**src/rtl/kwd_pkg.sv**
```systemverilog
package kwd_pkg;
   typedef enum logic [1:0] {
      WD_OFF = 2'd0,
      WD_PRE = 2'd1,
      WD_RUN = 2'd2,
      WD_SVC = 2'd3
   } wd_state_e;

   localparam int unsigned OFS_CNT_LO = 0;
   localparam int unsigned OFS_PRD_LO = 2;
   localparam int unsigned OFS_TCTL   = 4;
   localparam int unsigned OFS_GCTL   = 5;
   localparam int unsigned OFS_WCTL   = 6;

   localparam logic [1:0] TMODE_CONT = 2'd2;
   localparam logic [1:0] GMODE_WDOG = 2'd2;
   localparam int unsigned ENA_BIT   = 14;
   localparam int unsigned FLAG_BIT  = 15;
endpackage

```
**src/rtl/kwd_keyfsm.sv**
```systemverilog
module kwd_keyfsm
   import kwd_pkg::*;
#(
   parameter int KEY_W = 16,
   parameter logic [KEY_W-1:0] KEY_FIRST  = 16'hA5C6,
   parameter logic [KEY_W-1:0] KEY_SECOND = 16'hDA7E
) (
   input  logic             clk,
   input  logic             rst_n,
   input  logic             key_wr,
   input  logic [KEY_W-1:0] key,
   input  logic             ena_req,
   output wd_state_e        state,
   output logic             locked,
   output logic             svc_done
);
   wd_state_e state_d;

   always_comb begin
      state_d  = state;
      svc_done = 1'b0;
      if (key_wr) begin
         case (state)
            WD_OFF: if (key == KEY_FIRST && ena_req) state_d = WD_PRE;
            WD_PRE: if (key == KEY_SECOND) state_d = WD_RUN;
            WD_RUN: if (key == KEY_FIRST) state_d = WD_SVC;
            WD_SVC: if (key == KEY_SECOND) begin
               state_d  = WD_RUN;
               svc_done = 1'b1;
            end
            default: state_d = WD_OFF;
         endcase
      end
   end

   always_ff @(posedge clk or negedge rst_n) begin
      if (!rst_n) state <= WD_OFF;
      else        state <= state_d;
   end

   assign locked = (state != WD_OFF);

   p_lock_sticky_r9: assert property (@(posedge clk) disable iff (!rst_n)
      locked |=> locked);
   p_arm_order_r3: assert property (@(posedge clk) disable iff (!rst_n)
      (state == WD_OFF) |=> (state == WD_OFF || state == WD_PRE));
endmodule

```
**src/rtl/kwd_count.sv**
```systemverilog
module kwd_count #(
   parameter int CNT_W = 64,
   parameter int BUS_W = 32,
   localparam int HALVES = CNT_W / BUS_W
) (
   input  logic              clk,
   input  logic              rst_n,
   input  logic [HALVES-1:0] ld_en,
   input  logic [BUS_W-1:0]  ld_data,
   input  logic              run,
   input  logic              clr,
   input  logic [CNT_W-1:0]  prd,
   output logic [CNT_W-1:0]  cnt_q,
   output logic              hit,
   output logic              pulse_q
);
   logic [CNT_W-1:0] cnt_d;

   generate
      if (CNT_W % BUS_W != 0) begin : g_bad_split
         $error("counter width must be a whole number of bus words");
      end
   endgenerate

   assign hit = run && (cnt_q == prd);

   always_comb begin
      cnt_d = cnt_q;
      if (clr || hit) cnt_d = '0;
      else if (run)   cnt_d = cnt_q + 1'b1;
      for (int h = 0; h < HALVES; h++) begin
         if (ld_en[h]) cnt_d[h*BUS_W +: BUS_W] = ld_data;
      end
   end

   always_ff @(posedge clk or negedge rst_n) begin
      if (!rst_n) begin
         cnt_q   <= '0;
         pulse_q <= 1'b0;
      end else begin
         cnt_q   <= cnt_d;
         pulse_q <= hit;
      end
   end

   p_count_step_r5: assert property (@(posedge clk) disable iff (!rst_n)
      (run && !clr && !hit && ld_en == '0) |=> cnt_q == $past(cnt_q) + 1'b1);
   p_service_clear_r7: assert property (@(posedge clk) disable iff (!rst_n)
      (clr && ld_en == '0) |=> cnt_q == '0);
endmodule

```
**src/rtl/keyed_wdog.sv**
```systemverilog
module keyed_wdog
   import kwd_pkg::*;
#(
   parameter int BUS_W  = 32,
   parameter int CNT_W  = 64,
   parameter int ADDR_W = 3,
   parameter int KEY_W  = 16,
   parameter logic [KEY_W-1:0] KEY_FIRST  = 16'hA5C6,
   parameter logic [KEY_W-1:0] KEY_SECOND = 16'hDA7E
) (
   input  logic              clk,
   input  logic              rst_n,
   input  logic              bus_en,
   input  logic              bus_we,
   input  logic [ADDR_W-1:0] bus_addr,
   input  logic [BUS_W-1:0]  bus_wdata,
   output logic [BUS_W-1:0]  bus_rdata,
   output logic              wd_rst_pulse,
   output logic              wd_flag
);
   localparam int HALVES  = CNT_W / BUS_W;
   localparam int KEY_LSB = BUS_W - KEY_W;

   generate
      if (HALVES != 2) begin : g_bad_width
         $error("register map holds exactly two halves per 64-bit value");
      end
      if (KEY_LSB <= int'(FLAG_BIT)) begin : g_bad_key
         $error("key field overlaps the flag and enable bits");
      end
      if (ADDR_W < 3) begin : g_bad_addr
         $error("seven registers need at least three address bits");
      end
   endgenerate

   wd_state_e         state;
   logic              locked, svc_done, hit;
   logic              wr, wr_cfg, key_wr;
   logic [CNT_W-1:0]  cnt, prd_q;
   logic [BUS_W-1:0]  tctl_q, gctl_q;
   logic              ena_q, flag_q;
   logic [HALVES-1:0] cnt_ld;
   logic              run;

   assign wr     = bus_en && bus_we;
   assign wr_cfg = wr && !locked;
   assign key_wr = wr && (bus_addr == ADDR_W'(OFS_WCTL));

   kwd_keyfsm #(.KEY_W(KEY_W), .KEY_FIRST(KEY_FIRST), .KEY_SECOND(KEY_SECOND)) u_fsm (
      .clk      (clk),
      .rst_n    (rst_n),
      .key_wr   (key_wr),
      .key      (bus_wdata[BUS_W-1:KEY_LSB]),
      .ena_req  (bus_wdata[ENA_BIT]),
      .state    (state),
      .locked   (locked),
      .svc_done (svc_done)
   );

   genvar h;
   generate
      for (h = 0; h < HALVES; h++) begin : g_half
         assign cnt_ld[h] = wr_cfg && (bus_addr == ADDR_W'(OFS_CNT_LO + h));
         always_ff @(posedge clk or negedge rst_n) begin
            if (!rst_n) prd_q[h*BUS_W +: BUS_W] <= '0;
            else if (wr_cfg && bus_addr == ADDR_W'(OFS_PRD_LO + h))
               prd_q[h*BUS_W +: BUS_W] <= bus_wdata;
         end
      end
   endgenerate

   always_ff @(posedge clk or negedge rst_n) begin
      if (!rst_n) begin
         tctl_q <= '0;
         gctl_q <= '0;
         ena_q  <= 1'b0;
      end else if (wr_cfg) begin
         if (bus_addr == ADDR_W'(OFS_TCTL)) tctl_q <= bus_wdata;
         if (bus_addr == ADDR_W'(OFS_GCTL)) gctl_q <= bus_wdata;
         if (bus_addr == ADDR_W'(OFS_WCTL)) ena_q  <= bus_wdata[ENA_BIT];
      end
   end

   always_ff @(posedge clk or negedge rst_n) begin
      if (!rst_n)                          flag_q <= 1'b0;
      else if (hit)                        flag_q <= 1'b1;
      else if (key_wr && bus_wdata[FLAG_BIT]) flag_q <= 1'b0;
   end

   assign run = (state == WD_RUN || state == WD_SVC)
             && tctl_q[7:6] == TMODE_CONT
             && gctl_q[3:2] == GMODE_WDOG
             && gctl_q[1:0] == 2'b11;

   kwd_count #(.CNT_W(CNT_W), .BUS_W(BUS_W)) u_cnt (
      .clk     (clk),
      .rst_n   (rst_n),
      .ld_en   (cnt_ld),
      .ld_data (bus_wdata),
      .run     (run),
      .clr     (svc_done),
      .prd     (prd_q),
      .cnt_q   (cnt),
      .hit     (hit),
      .pulse_q (wd_rst_pulse)
   );

   always_comb begin
      bus_rdata = '0;
      for (int k = 0; k < HALVES; k++) begin
         if (bus_addr == ADDR_W'(OFS_CNT_LO + k)) bus_rdata = cnt[k*BUS_W +: BUS_W];
         if (bus_addr == ADDR_W'(OFS_PRD_LO + k)) bus_rdata = prd_q[k*BUS_W +: BUS_W];
      end
      if (bus_addr == ADDR_W'(OFS_TCTL)) bus_rdata = tctl_q;
      if (bus_addr == ADDR_W'(OFS_GCTL)) bus_rdata = gctl_q;
      if (bus_addr == ADDR_W'(OFS_WCTL)) begin
         bus_rdata[ENA_BIT]  = ena_q;
         bus_rdata[FLAG_BIT] = flag_q;
      end
   end

   assign wd_flag = flag_q;

   p_flag_on_pulse_r6: assert property (@(posedge clk) disable iff (!rst_n)
      wd_rst_pulse |-> wd_flag);
   p_prd_frozen_r4: assert property (@(posedge clk) disable iff (!rst_n)
      locked |=> $stable(prd_q) && $stable(tctl_q) && $stable(gctl_q));
   p_ena_kept_r9: assert property (@(posedge clk) disable iff (!rst_n)
      (state == WD_RUN) |=> ena_q);
endmodule

```
**config.mk**
```make
export PLATFORM = sky130hd
export DESIGN_NAME = keyed_wdog
export DESIGN_NICKNAME = d
export VERILOG_FILES = /design/src/rtl/kwd_pkg.sv /design/src/rtl/kwd_keyfsm.sv /design/src/rtl/kwd_count.sv /design/src/rtl/keyed_wdog.sv
export SDC_FILE = /design/constraint.sdc
export NUM_CORES = 1
export LEC_CHECK = 0
export BUFFER_PORTS_ARGS = -buffer_cell sky130_fd_sc_hd__buf_2
export CORE_MARGIN = 5
export CORE_UTILIZATION = 56
export CTS_CLUSTER_DIAMETER = 200
export CTS_CLUSTER_SIZE = 24
export DETAILED_ROUTE_END_ITERATION = 8
export HOLD_SLACK_MARGIN = 0.12
export PLACE_DENSITY = 0.77
export SYNTH_ARGS = -nofsm -noshare
export SYNTH_HDL_FRONTEND = slang
export SYNTH_SLANG_ARGS = --single-unit
export TNS_END_PERCENT = 5
```
**constraint.sdc**
```tcl
create_clock -name clk -period 2.3 [get_ports clk]
set_input_delay 0.23 -clock clk [delete_from_list [all_inputs] [get_ports clk]]
set_output_delay 0.23 -clock clk [all_outputs]
set_load 0.02 [all_outputs]
```
==> Word-level counts from Yosys, hierarchy flattened <==
Cells that the tools add are included.
{ "word_totals": {"regBits": 197, "elab_cells": 76} }
{ "classes": {"add_sub_neg": 1, "n_eq_ne": 18, "muxes": 20, "n_reduce_logical": 27} }
{ "op_table": {"columns": ["operator", "n"], "rows": [
  ["32-bit two-way mux", 8],
  ["64-bit two-way mux", 2],
  ["64-bit by 1-bit adder with 64-bit output (second input constant)", 1],
  ["64-bit equality test", 1],
  ["16-bit equality test (second input constant)", 2],
  ["1-bit logical AND", 13],
  ["2-bit equality test (second input constant)", 5],
  ["3-bit equality test (second input constant)", 3],
  ["2-bit two-way mux", 4],
  ["3-bit by 2-bit equality test with 1-bit output (second input constant)", 2],
  ["2-bit by 1-bit != test with 1-bit output (second input constant)", 3],
  ["2-bit one-hot mux with 3 select lines", 1],
  ["2-bit AND reduction", 3],
  ["3-bit nonzero test", 2],
  ["1-bit two-way mux", 5],
  ["4-bit AND reduction", 1],
  ["2-bit nonzero test", 2],
  ["3-bit by 1-bit equality test with 1-bit output (second input constant)", 1],
  ["3-bit zero test", 1],
  ["2-bit by 1-bit equality test with 1-bit output (second input constant)", 1],
  ["2-bit zero test", 1],
  ["1-bit logical OR", 2],
  ["2-bit OR reduction", 1],
  ["1-bit zero test", 1]
]} }

==> Longest topological paths before layout <==
{ "depth": {"ltp_word": 9, "depth_mapped": 10, "depth_no_buf": 8} }

==> By module <==
A second synthesis with hierarchy kept.
{ "unflattened": {"cells_unflattened": 1017, "hier_area_um2": 11523.6} }
{ "modules_own_cells": {"columns": ["module", "instances", "cells_per_inst", "area_each_um2", "seq_area_each_um2"], "rows": [
  ["keyed_wdog", 1, 489, 6711.4, 3253.1],
  ["kwd_count", 1, 510, 4640.7, 1626.6],
  ["kwd_keyfsm", 1, 18, 171.4, 50.0]
]} }

==> Worst setup path before layout <==
OpenSTA, ideal clock, no wires.
{ "synth_timing": {"kind": "reg2reg", "from": "reg u_cnt.cnt_q[0]", "to": "reg u_cnt.cnt_q[62]", "setup_time_ns": 0.121, "t_arrival_ns": 2.340, "setup_slack_ns": -0.161, "stages_incl_launch_ff": 9, "n_path_buf": 0, "synth_period_minus_slack_ns": 2.461, "path_cell_list": "dfrtp_1 -> ha_1 -> nand4_2 -> or2_1 -> or3_4 -> or4_4 -> o21ai_1 -> o31ai_1 -> a22o_1"} }
{ "synth_between": {"elab_chain_cells": 5} }
{ "synth_lines": {"columns": ["element", "line", "rtl"], "rows": [
  ["from (decl)", "kwd_count.sv:13", "output logic [CNT_W-1:0] cnt_q,"],
  ["from (signal assigned)", "kwd_count.sv:41", "cnt_q <= cnt_d;"],
  ["branches (longest 5 deep; another with 64-bit by 1-bit adder with 64-bit output)", null, null]
]} }
Parallel ways; which one is timed is not known. The select of a mux whose other input is x is not followed.
A chain may end at the register's enable or synchronous reset.

==> Worst setup path after layout <==
{ "layout_timing": {"from": "reg u_cnt.cnt_q[35]", "to": "reg u_cnt.cnt_q[1]"} }
{ "layout_between": {"elab_chain_cells": 5} }
{ "layout_lines": {"columns": ["element", "line", "rtl"], "rows": [
  ["64-bit equality test (*)", "kwd_count.sv:25", "assign hit = run && (cnt_q == prd);"],
  ["1-bit logical AND (*)", "kwd_count.sv:25", null],
  ["1-bit logical OR (*)", "kwd_count.sv:29", "if (clr || hit) cnt_d = '0;"],
  ["64-bit two-way mux", "kwd_count.sv:29", null],
  ["32-bit two-way mux", "kwd_count.sv:32", "if (ld_en[h]) cnt_d[h*BUS_W +: BUS_W] = ld_data;"]
]} }
Every way passes the cells marked *; elsewhere a longest branch is shown, timed or not.

==> run_results.csv <==
group,metric,value,unit
status,status,"finished with violations",
status,violations,"negative setup slack",
synthesis,synth_flop_cell,"dfrtp_1",
drt,drtPass1Iterations,8,
drt,routed_via_density,6.57,
hold_path,worstHoldEndpoint,"u_cnt.cnt_q[35]",
drt,num_vias,11800,
setup_path,crit_fanout,6,
global_route,busiest_layer,"met2",
synthesis,synth_top_area_share,41.8,%
global_route,gr-usage-met2,60.4,%
synthesis,async_flop_share,100,%
power,pwr-share-seq,48.2,%
synthesis,syn_area,11800,µm²
setup_path,slowest_delay,0.61,ns
cts,cts-root-buf,"clkbuf_16",
synthesis,synth_edf_count,0,
synthesis,syn_inst,1195,
layout,n_antenna_cell,0,
hold_path,hold_path_depth,3,
setup_path,startpoint_type,"flip-flop",
cts,cts_num_sinks,197,
die,start_util,56.5,%
run,maxCapViolCount,0,
drt,remaining_drc_errors,0,
die,num_rows,53,
setup_path,cp_common_cell,"buf_4",
power,ir_drop,0.416,mV
die,dieHeight,155,µm
sta,setup_viol,63,
placement,dp_hpwl,35200,µm
cts,cts.reportedPaths.clkPinSlew,0.08,ns
cts,clock_path_buffers,2,
die,coreArea,20900,µm²
hold_path,hp-class,"in2reg",
die,die-area,24100,µm²
setup_path,crit_start,"u_cnt.cnt_q[35]",
placement,port_buffers,72,
sta,finalCriticalPeriod,2.56,ns
power,power_leakage,7.46,nW
placement,gp_congestion,1.03,
global_route,antenna_found_initial,0,
global_route,grt_pass1_vias,11700,
sta,setup_tns,-9.20,ns
global_route,grt_util_met3,8.09,%
global_route,grt_pass1_wl,71500,µm
global_route,grtUsageMet1,56.0,%
synthesis,yosysSeqAreaShare,41.8,%
sta,max_freq,390,MHz
setup_path,worstReg2RegEnd,"u_cnt.cnt_q[1]",
layout,nets,1554,
die,die_w,155,µm
cts,cts_buffers,17,
setup_path,r2r_cells,9,
synthesis,synth_area_leader_cell,"dfrtp_1",
sta,fin_worst_skew,0.0186,ns
power,p_sw,2.06,mW
power,switching_share,28.3,%
sta,finalCritPeriodShare,111,%
power,p_int,5.24,mW
synthesis,yosysWarnings,0,
sta,rsz0062_at_grt,"yes",
global_route,grt_use_total,39.3,%
cts,htree_levels,4,
synthesis,ys_ff_latch,197,
cts,clk_latency,0.46,ns
setup_path,cp.arrival,2.89,ns
setup_path,critPathKind,"reg2reg",
drt,drt_iter0_markers,1265,
setup_path,required,2.62,ns
sta,finalHoldViolations,0,
synthesis,yosys-top-cells-area,"dfrtp_1 42%, mux2_2 12%, xor2_1 4.7%",
drt,finalWirelength,47000,µm
hold_path,min-delay-start,"bus_wdata[3]",
synthesis,synth_nets,1235,
power,power_density,465,nW/µm²
sta,slew_violations,0,
synthesis,synth_cell_type_count,71,
setup_path,regToRegStartpoint,"u_cnt.cnt_q[35]",
setup_path,crit_path_end_kind,"flip-flop",
layout,area_growth,33.1,%
sta,relSlewSlack,51.7,%
setup_path,critical_path.slowest_cell,"or4b_4",
layout,drive_above_1_share,41.4,%
global_route,grt_max_degree,61,
global_route,grt-ovfl-total,0,
drt,drtAntennaViolNets,0,
power,pwr-share-clk,42.8,%
setup_path,reg2reg_slack,-0.26,ns
setup_path,worstPathCellList,"xor2_1 > buf_4 > nor4_1 > nand2_1 > or4b_4 > buf_4 > nand2_2 > buf_4 > o21ai_0",
layout,utilization,75.2,%
cts,cts_tree,"yes",
sta,worst_slack,-0.263,ns
sta,worstMarginPinSlew,0.714,ns
power,combPwrFrac,9.0,%
die,io-pin-count,73,
drt,drt-wirelength-per-cell,26.1,µm
synthesis,avgSynthCellArea,9.88,µm²
## layout by cell type, fill, tap and decap left out, types with 12 or more instances in the layout
master / n
nand4_1: 21
inv_1: 19
mux4_2: 18
dfrtp_1: 192
a22oi_1: 12
clkbuf_16: 17
o21ai_0: 46
mux2_2: 129
mux2i_1: 44
nor2_1: 60
nand3_1: 35
a21oi_1: 66
buf_12: 15
nor4_1: 39
xor2_1: 64
nor4_2: 12
buf_4: 282
nor3_1: 16
o22ai_1: 21
buf_2: 70
nand2_1: 128
and3_1: 17
## power groups by stage
stage / Clock, mW / Sequential [mW] / Combinational, mW
after floorplan: 0 / 3.59 / 0.236
after global placement: 0 / 3.58 / 0.620
after detailed placement: 0 / 3.59 / 0.627
after CTS: 3.13 / 3.52 / 0.647
after global routing: 3.28 / 3.52 / 0.696
final: 3.13 / 3.52 / 0.660
## per-layer routing
metal  part of all wire, %  up-vias  wire (µm)
li1                      -     5076          -
met1                    40     5885      18900
met2                    45      751      21200
met3                    10      134       4860
met4                   4.1        0       1920
met5                     0        -          0
## kinds of logic (layout without fill, tap and decap cells)
family          Yosys count  count (layout)  synth area share (%)
mux                     192             192                  19.6
fa+ha+maj                 1               1                 0.106
buf+inv                 107             439                  3.90
simple gates            403             403                  17.8
xor+xnor                 65              65                  4.82
compound gates          230             230                  12.0
flops                   197             197                  41.8
## area by class of cell
class | instances | area, µm²
clock buffer | 18 | 439
clock inverter | 14 | 174
fill | 1505 | 5180
inverter | 20 | 75.1
multi-input combinational | 891 | 6740
sequential | 197 | 4940
tap | 275 | 344
timing repair buffer | 387 | 3010
## metrics by stage
step | power [mW] | worst slack, ns | area [µm²] | hold slack, ns | instances
floorplan | 3.82 | 0.00474 | 11800 | -0.0656 | 1195
global placement | 4.20 | -0.320 | 14600 | 0.258 | 1754
detailed placement | 4.21 | -0.304 | 14600 | 0.255 | 1754
CTS | 7.29 | -0.185 | 15500 | 0.121 | 1801
global route | 7.50 | -0.278 | 15700 | 0.136 | 1802
finish | 7.30 | -0.263 | 15700 | 0.134 | 1802
## critical path: cells and delay by family, from the launching register on
| kind | cells | cell delay [ns] |
|---|---|---|
| buffers and inverters | 3 | 0.50 |
| AOI/OAI and AO/OA | 1 | 0.09 |
| DFF | 1 | 0.45 |
| and+or+nand+nor | 4 | 1.16 |
| xor gates and xnor gates | 1 | 0.23 |
## cells in the mapped netlist, drive strengths merged, types with 3 or more instances
cell,n
nand3,39
o221ai,4
dfrtp,197
buf,40
nor3,24
nand2,131
a22o,3
clkbuf,47
or3,6
o22ai,21
and3,17
a32oi,7
mux2i,45
a22oi,13
nor2,67
a221oi,8
nand4,24
mux4,18
nor4b,3
o311ai,3
inv,19
mux2,129
a31oi,11
nor4,56
a21oi,67
and2,5
xor2,64
o31ai,8
and4,6
or2,6
o21ai,60
or4,4
a211oi,12
## flip-flops by register name, summed over array words and instances (netlist names)
register / count
wd_flag: 1
u_fsm.state: 2
ena_q: 1
prd_q: 64
tctl_q: 32
u_cnt.pulse_q: 1
gctl_q: 32
u_cnt.cnt_q: 64
## how the worst max path moves through the flow
stage	end
after global placement	u_cnt.cnt_q[47]
after CTS	u_cnt.cnt_q[62]
final	u_cnt.cnt_q[1]
after floorplan	u_cnt.cnt_q[62]
after detailed placement	u_cnt.cnt_q[30]
after global routing	u_cnt.cnt_q[62]
## timing repair
item                                   in CTS  in global routing
resized for setup                          32                 47
setup endpoints to repair                  64                 66
pin swaps                                   6                 10
cloned                                      1                  0
endpoints found under the hold margin      99                  0
buffers inserted                            3                  1
hold buffers                               11                  0
No activity file was read; power rests on OpenSTA's default activity.
